File: src/rtl/buspin_pkg.sv
package buspin_pkg;

   typedef enum logic [2:0] {
      MD_SC_NORM    = 3'd0,
      MD_EXP_NARROW = 3'd1,
      MD_EXP_WIDE   = 3'd2,
      MD_EXP_SPEC   = 3'd3,
      MD_SC_SPEC    = 3'd4
   } op_mode_e;

   function automatic logic is_special(input logic [2:0] m);
      return (m >= 3'd3);
   endfunction

   function automatic logic is_single(input logic [2:0] m);
      return (m == MD_SC_NORM) || (m >= MD_SC_SPEC);
   endfunction

   function automatic logic lstr_allowed(input logic [2:0] m);
      return (m == MD_EXP_WIDE) || (m == MD_EXP_SPEC);
   endfunction

   function automatic logic rw_allowed(input logic [2:0] m);
      return !is_single(m);
   endfunction

endpackage

File: src/rtl/buspin_wprot.sv
module buspin_wprot #(
   parameter int W = 8
) (
   input  logic         clk,
   input  logic         rst_n,
   input  logic         special_i,
   input  logic         wr_i,
   input  logic [W-1:0] wd_i,
   output logic [W-1:0] q_o
);
   generate
      if (W < 1) begin : g_bad_w
         $error("buspin_wprot: W must be positive");
      end
   endgenerate

   logic         seen_q;
   logic [W-1:0] val_q;
   logic         take;

   // normal modes take the first write; special modes take every later one
   assign take = special_i ? seen_q : !seen_q;

   always_ff @(posedge clk or negedge rst_n) begin
      if (!rst_n) begin
         seen_q <= 1'b0;
         val_q  <= '0;
      end else if (wr_i) begin
         seen_q <= 1'b1;
         if (take) val_q <= wd_i;
      end
   end

   assign q_o = val_q;


   wonce_hold_chk: assert property (@(posedge clk) disable iff (!rst_n)
      (wr_i && seen_q && !special_i) |=> $stable(val_q));


   first_skip_chk: assert property (@(posedge clk) disable iff (!rst_n)
      (wr_i && !seen_q && special_i) |=> $stable(val_q));


   later_take_chk: assert property (@(posedge clk) disable iff (!rst_n)
      (wr_i && seen_q && special_i) |=> (val_q == $past(wd_i)));

endmodule

File: src/rtl/buspin_padmux.sv
module buspin_padmux #(
   parameter int NP = 3
) (
   input  logic [NP-1:0] fn_bus_i,
   input  logic [NP-1:0] bus_out_i,
   input  logic [NP-1:0] gp_dout_i,
   input  logic [NP-1:0] gp_dir_i,
   input  logic [NP-1:0] pin_in_i,
   output logic [NP-1:0] pin_out_o,
   output logic [NP-1:0] pin_oe_o,
   output logic [NP-1:0] gp_rd_o
);
   generate
      if (NP < 1) begin : g_bad_np
         $error("buspin_padmux: NP must be positive");
      end
      for (genvar i = 0; i < NP; i++) begin : g_pin
         always_comb begin
            if (fn_bus_i[i]) begin
               pin_out_o[i] = bus_out_i[i];
               pin_oe_o[i]  = 1'b1;
               gp_rd_o[i]   = pin_in_i[i];
            end else begin
               pin_out_o[i] = gp_dout_i[i];
               pin_oe_o[i]  = gp_dir_i[i];
               gp_rd_o[i]   = gp_dir_i[i] ? gp_dout_i[i] : pin_in_i[i];
            end
         end
      end
   endgenerate


   padmux_rd_chk: assert final ((pin_oe_o & ~gp_dir_i & ~fn_bus_i) == '0);

endmodule

File: src/rtl/buspin_tagdet.sv
module buspin_tagdet (
   input  logic clk,
   input  logic rst_n,
   input  logic arm_i,
   input  logic bclk_i,
   input  logic strobe_pin_i,
   output logic tag_o
);
   logic bclk_q;
   logic tag_q;

   always_ff @(posedge clk or negedge rst_n) begin
      if (!rst_n) begin
         bclk_q <= 1'b0;
         tag_q  <= 1'b0;
      end else begin
         bclk_q <= bclk_i;
         tag_q  <= arm_i && bclk_q && !bclk_i && !strobe_pin_i;
      end
   end

   assign tag_o = tag_q;


   tag_pulse_chk: assert property (@(posedge clk) disable iff (!rst_n)
      tag_o |=> !tag_o);


   tag_armed_chk: assert property (@(posedge clk) disable iff (!rst_n)
      tag_o |-> ($past(arm_i) && !$past(strobe_pin_i)));

endmodule

File: src/rtl/buspin_cfg.sv
module buspin_cfg #(
   parameter int BYTE_W   = 8,
   parameter int NPINS    = 3,
   parameter int CLK_BIT  = 0,
   parameter int LSTR_BIT = 1,
   parameter int RW_BIT   = 2,
   parameter int STR_BIT  = 0
) (
   input  logic                clk,
   input  logic                rst_n,
   input  logic [2:0]          mode_i,
   input  logic                wr_en_i,
   input  logic [1:0]          wr_be_i,
   input  logic [2*BYTE_W-1:0] wr_data_i,
   output logic [2*BYTE_W-1:0] rd_data_o,
   input  logic                bclk_i,
   input  logic                lstrb_bus_i,
   input  logic                rw_bus_i,
   input  logic                tag_en_i,
   input  logic [NPINS-1:0]    gpio_dout_i,
   input  logic [NPINS-1:0]    gpio_dir_i,
   input  logic [NPINS-1:0]    pin_in_i,
   output logic [NPINS-1:0]    pin_out_o,
   output logic [NPINS-1:0]    pin_oe_o,
   output logic [NPINS-1:0]    gpio_rd_o,
   output logic                tag_lo_o
);
   import buspin_pkg::*;

   localparam int DATA_W = 2 * BYTE_W;
   localparam logic [BYTE_W-1:0] PMASK =
      (BYTE_W'(1) << CLK_BIT) | (BYTE_W'(1) << LSTR_BIT) | (BYTE_W'(1) << RW_BIT);
   localparam logic [BYTE_W-1:0] MMASK = BYTE_W'(1) << STR_BIT;

   generate
      if (NPINS != 3) begin : g_bad_pins
         $error("buspin_cfg: exactly three shared pins are supported");
      end
      if (CLK_BIT >= BYTE_W || LSTR_BIT >= BYTE_W || RW_BIT >= BYTE_W
          || STR_BIT >= BYTE_W) begin : g_bad_pos
         $error("buspin_cfg: control bit outside the byte");
      end
      if (CLK_BIT == LSTR_BIT || CLK_BIT == RW_BIT || LSTR_BIT == RW_BIT) begin : g_bad_dup
         $error("buspin_cfg: control bits overlap");
      end
   endgenerate

   logic              special;
   logic [BYTE_W-1:0] pin_q;
   logic [BYTE_W-1:0] mod_q;
   logic              clk_off, lstr_en, rw_en, stretch;
   logic [NPINS-1:0]  fn_bus;
   logic [NPINS-1:0]  bus_out;
   logic              tag_arm;

   assign special = is_special(mode_i);

   buspin_wprot #(.W(BYTE_W)) u_pinbyte (
      .clk       (clk),
      .rst_n     (rst_n),
      .special_i (special),
      .wr_i      (wr_en_i && wr_be_i[1]),
      .wd_i      (wr_data_i[DATA_W-1:BYTE_W]),
      .q_o       (pin_q)
   );

   buspin_wprot #(.W(BYTE_W)) u_modbyte (
      .clk       (clk),
      .rst_n     (rst_n),
      .special_i (special),
      .wr_i      (wr_en_i && wr_be_i[0]),
      .wd_i      (wr_data_i[BYTE_W-1:0]),
      .q_o       (mod_q)
   );

   assign clk_off = pin_q[CLK_BIT];
   assign lstr_en = pin_q[LSTR_BIT];
   assign rw_en   = pin_q[RW_BIT];
   assign stretch = mod_q[STR_BIT];

   assign rd_data_o = {pin_q & PMASK, mod_q & MMASK};

   always_comb begin
      fn_bus[0] = !clk_off && (!is_single(mode_i) || !stretch);
      fn_bus[1] = lstr_en && lstr_allowed(mode_i);
      fn_bus[2] = rw_en && rw_allowed(mode_i);
   end

   assign bus_out = {rw_bus_i, lstrb_bus_i, bclk_i};

   buspin_padmux #(.NP(NPINS)) u_mux (
      .fn_bus_i  (fn_bus),
      .bus_out_i (bus_out),
      .gp_dout_i (gpio_dout_i),
      .gp_dir_i  (gpio_dir_i),
      .pin_in_i  (pin_in_i),
      .pin_out_o (pin_out_o),
      .pin_oe_o  (pin_oe_o),
      .gp_rd_o   (gpio_rd_o)
   );

   assign tag_arm = (mode_i == MD_EXP_SPEC) && lstr_en && tag_en_i;

   buspin_tagdet u_tag (
      .clk          (clk),
      .rst_n        (rst_n),
      .arm_i        (tag_arm),
      .bclk_i       (bclk_i),
      .strobe_pin_i (pin_in_i[1]),
      .tag_o        (tag_lo_o)
   );


   sc_strobe_gpio_chk: assert property (@(posedge clk) disable iff (!rst_n)
      is_single(mode_i) |-> (pin_oe_o[2:1] == gpio_dir_i[2:1]));


   sc_stretch_chk: assert property (@(posedge clk) disable iff (!rst_n)
      (is_single(mode_i) && rd_data_o[STR_BIT]) |-> (pin_oe_o[0] == gpio_dir_i[0]));


   narrow_lstr_chk: assert property (@(posedge clk) disable iff (!rst_n)
      (mode_i == MD_EXP_NARROW) |-> (pin_oe_o[1] == gpio_dir_i[1]));


   tag_mode_chk: assert property (@(posedge clk) disable iff (!rst_n)
      tag_lo_o |-> ($past(mode_i) == MD_EXP_SPEC));

endmodule

File: config.mk
export PLATFORM = sky130hd
export DESIGN_NAME = buspin_cfg
export DESIGN_NICKNAME = d
export VERILOG_FILES = /design/src/rtl/buspin_pkg.sv /design/src/rtl/buspin_wprot.sv /design/src/rtl/buspin_padmux.sv /design/src/rtl/buspin_tagdet.sv /design/src/rtl/buspin_cfg.sv
export SDC_FILE = /design/constraint.sdc
export NUM_CORES = 1
export LEC_CHECK = 0
export BUFFER_PORTS_ARGS = -buffer_cell sky130_fd_sc_hd__buf_4
export CAP_MARGIN = 20
export CELL_PAD_IN_SITES_DETAIL_PLACEMENT = 0
export CELL_PAD_IN_SITES_GLOBAL_PLACEMENT = 2
export CORE_ASPECT_RATIO = 0.9
export CORE_MARGIN = 4
export CORE_UTILIZATION = 24
export CTS_CLUSTER_DIAMETER = 80
export CTS_CLUSTER_SIZE = 8
export DETAILED_ROUTE_END_ITERATION = 8
export HOLD_SLACK_MARGIN = 0.15
export PLACE_DENSITY = 0.78
export REMOVE_ABC_BUFFERS = 1
export SLEW_MARGIN = 30
export SYNTH_ARGS = -nofsm -noshare
export SYNTH_HDL_FRONTEND = slang
export SYNTH_HIERARCHICAL = 1
export SYNTH_SLANG_ARGS = --single-unit
File: constraint.sdc
create_clock -name clk -period 1.2 [get_ports clk]
set_input_delay 0.24 -clock clk [delete_from_list [all_inputs] [get_ports clk]]
set_output_delay 0.24 -clock clk [all_outputs]
set_load 0.01 [all_outputs]
==> results_dict.tcl <==
set metrics [dict create \
    status "complete, but fails checks" \
    violations "setup timing" \
    grt_overflow 0 \
    grt_use_met2_pct 13.6 \
    totalNegativeSetupSlack_ns -2.68 \
    fp.coreArea_um2 2450 \
    cts_root_buffer "clkbuf_4" \
    cpMaxStageDelayCell "dfrtp_1" \
    clk_pin_slew_ns 0.05 \
    crit-reg2reg-capture "u_pinbyte/q_o[2]" \
    start_kind "flip-flop" \
    stdcell_count 131 \
    clock_latency_ns 0.25 \
    timing.rr.start "u_pinbyte/seen_q" \
    fmax_mhz 613 \
    drv_cap 0 \
    layout_setup_ws_ns -0.432 \
    crit_family "flip-flops" \
    fin_nets 142 \
    grt_use_met3_pct 5.10 \
    cts_buffers 3 \
    rsz0062_at_grt "yes" \
    p_per_area_nw_per_um2 960 \
    utilization_pct 42.9 \
    totalWireLength_um 1370 \
    die_h_um 56.0 \
    hold_start "wr_data_i[9]" \
    dp.cells 125 \
    p_leak_uw 0.000556 \
    gp_congestion 0.671 \
    vias 518 \
    hold-path-endpoint "u_pinbyte/q_o[1]" \
    ios 63 \
    drtPass1Iterations 2 \
    rows 17 \
    layout_min_cycle_time_ns 1.63 \
    syn_inst 53 \
    areaGrowthSynthToFinish_pct 70.9 \
    cts.sinks 8 \
    vias_per_cell 3.95 \
    syn_avg_cell_area_um2 11.6 \
    yosysWarnings 6 \
    use_met1_pct 9.65 \
    r2r_slack_ns 0.08 \
    period_share_pct 136 \
    cpPeakStageDelay_ns 0.37 \
    grt_antenna_before_repair 0 \
    worst-path-buf-inv 1 \
    ir_worst_vdd_v 0.000620 \
    drt_iter0_markers 5 \
    drv_slew 0 \
    ant_nets 0 \
    arrival_ns 1.39 \
    grt_max_degree 9 \
    diodes 0 \
    h-tree-depth 1 \
    hpwl_um 1240 \
    critical_path.cell_chain "and3b_2 -> nor2b_2 -> mux2_4 -> buf_6" \
    cp.required_ns 0.96 \
    drive_above_1_share_pct 72.8 \
    holdPathStages 2 \
    worst-r2r-cell-count 3 \
    io_buffer_count 38 \
    synth_area_um2 614 \
    crit_type "reg -> out" \
    fp.dieW_um 61.3 \
    clk_path_buf_depth 2 \
    post_drt_wl_per_cell_um 10.5 \
    hold_path_class "in -> reg" \
    grt_pass1_vias 531 \
    drc 0 \
    grt_usage_pct 8.38 \
    path_max_fanout 4 \
    grt.busiest_layer "met2" \
    hold_viol 0 \
    grt_pass1_wl_um 2230 \
    skew_ns 0.000898 \
    die_area_um2 3430 \
    initial_core_util_pct 25.1 \
    p_total_uw 1010 \
    setup_viol 9 \
    cts_tree "yes" \
    cp-end-kind "output port" \
]
metrics by stage:
| stage | area (um2) | setup WS [ns] | hold slack [ns] |
|---|---|---|---|
| after global routing | 1050 | -0.486 | 0.203 |
| after global placement | 938 | -0.357 | 0.0621 |
| after floorplan | 566 | -0.0831 | -0.0556 |
| after CTS | 1060 | -0.446 | 0.215 |
| after detailed placement | 938 | -0.353 | 0.0612 |
| final | 1050 | -0.432 | 0.221 |
how the worst max path moves through the flow:
| stage | from | to | cells past startpoint |
|---|---|---|---|
| 6_report | u_pinbyte/q_o[1] | gpio_rd_o[1] | 4 |
| 2_1_floorplan | u_pinbyte/q_o[1] | gpio_rd_o[1] | 3 |
| 4_1_cts | u_pinbyte/q_o[1] | gpio_rd_o[1] | 4 |
| 5_1_grt | u_pinbyte/q_o[1] | gpio_rd_o[1] | 4 |
| 3_3_place_gp | mode_i[2] | gpio_rd_o[0] | 6 |
| 3_5_place_dp | mode_i[2] | gpio_rd_o[0] | 6 |
sequential cells by signal, summed over array words and instances, names as in the netlist:
register / count
u_pinbyte/q_o: 3
u_modbyte/seen_q: 1
u_tag/bclk_q: 1
u_pinbyte/seen_q: 1
u_tag/tag_o: 1
u_modbyte/q_o: 1
layout make-up:
class                      instances  area, um2
inverter                           1       3.75
timing repair buffer              48        403
multi-input combinational         43        385
fill                             241       1400
clock buffer                       3       22.5
tap                               28       35.0
sequential                         8        200
cell usage in the layout, fill, tap and decap left out, drive strengths merged:
master and n:
dlygate4sd3 2, or2 5, clkbuf 3, dfrtp 8, xnor2 2, o21bai 1
and3b 1, a21oi 1, buf 46, nor2 1, mux2 10, nand2 2
and3 1, nor2b 3, conb 12, and2 2, and4bb 1, inv 1
a21o 1
routing by layer:
layer | wire length, um | vias to the layer above | share of wire, %
li1 | - | 254 | -
met1 | 469 | 236 | 34
met2 | 709 | 28 | 52
met3 | 195 | 0 | 14
met4 | 0 | 0 | 0
met5 | 0 | - | 0
worst register-to-register path, stage by stage, from the launching register on:
cell	delay (ns)
dfrtp_1	0.41
xnor2_2	0.21
nand2_4	0.09
mux2_4	0.29
report_power, final:
group          internal (uW)  switching [uW]
sequential               301            20.9
clock                    114            82.0
combinational            310             180
what timing repair did:
action	in CTS	in global routing
endpoints found under the hold margin	9	0
hold buffers	2	0
pin swaps	1	3
endpoints found under the setup margin	9	13
setup buffers	2	0
cloned	0	0
gates resized for setup	18	1
No activity file was read; power rests on OpenSTA's default activity.
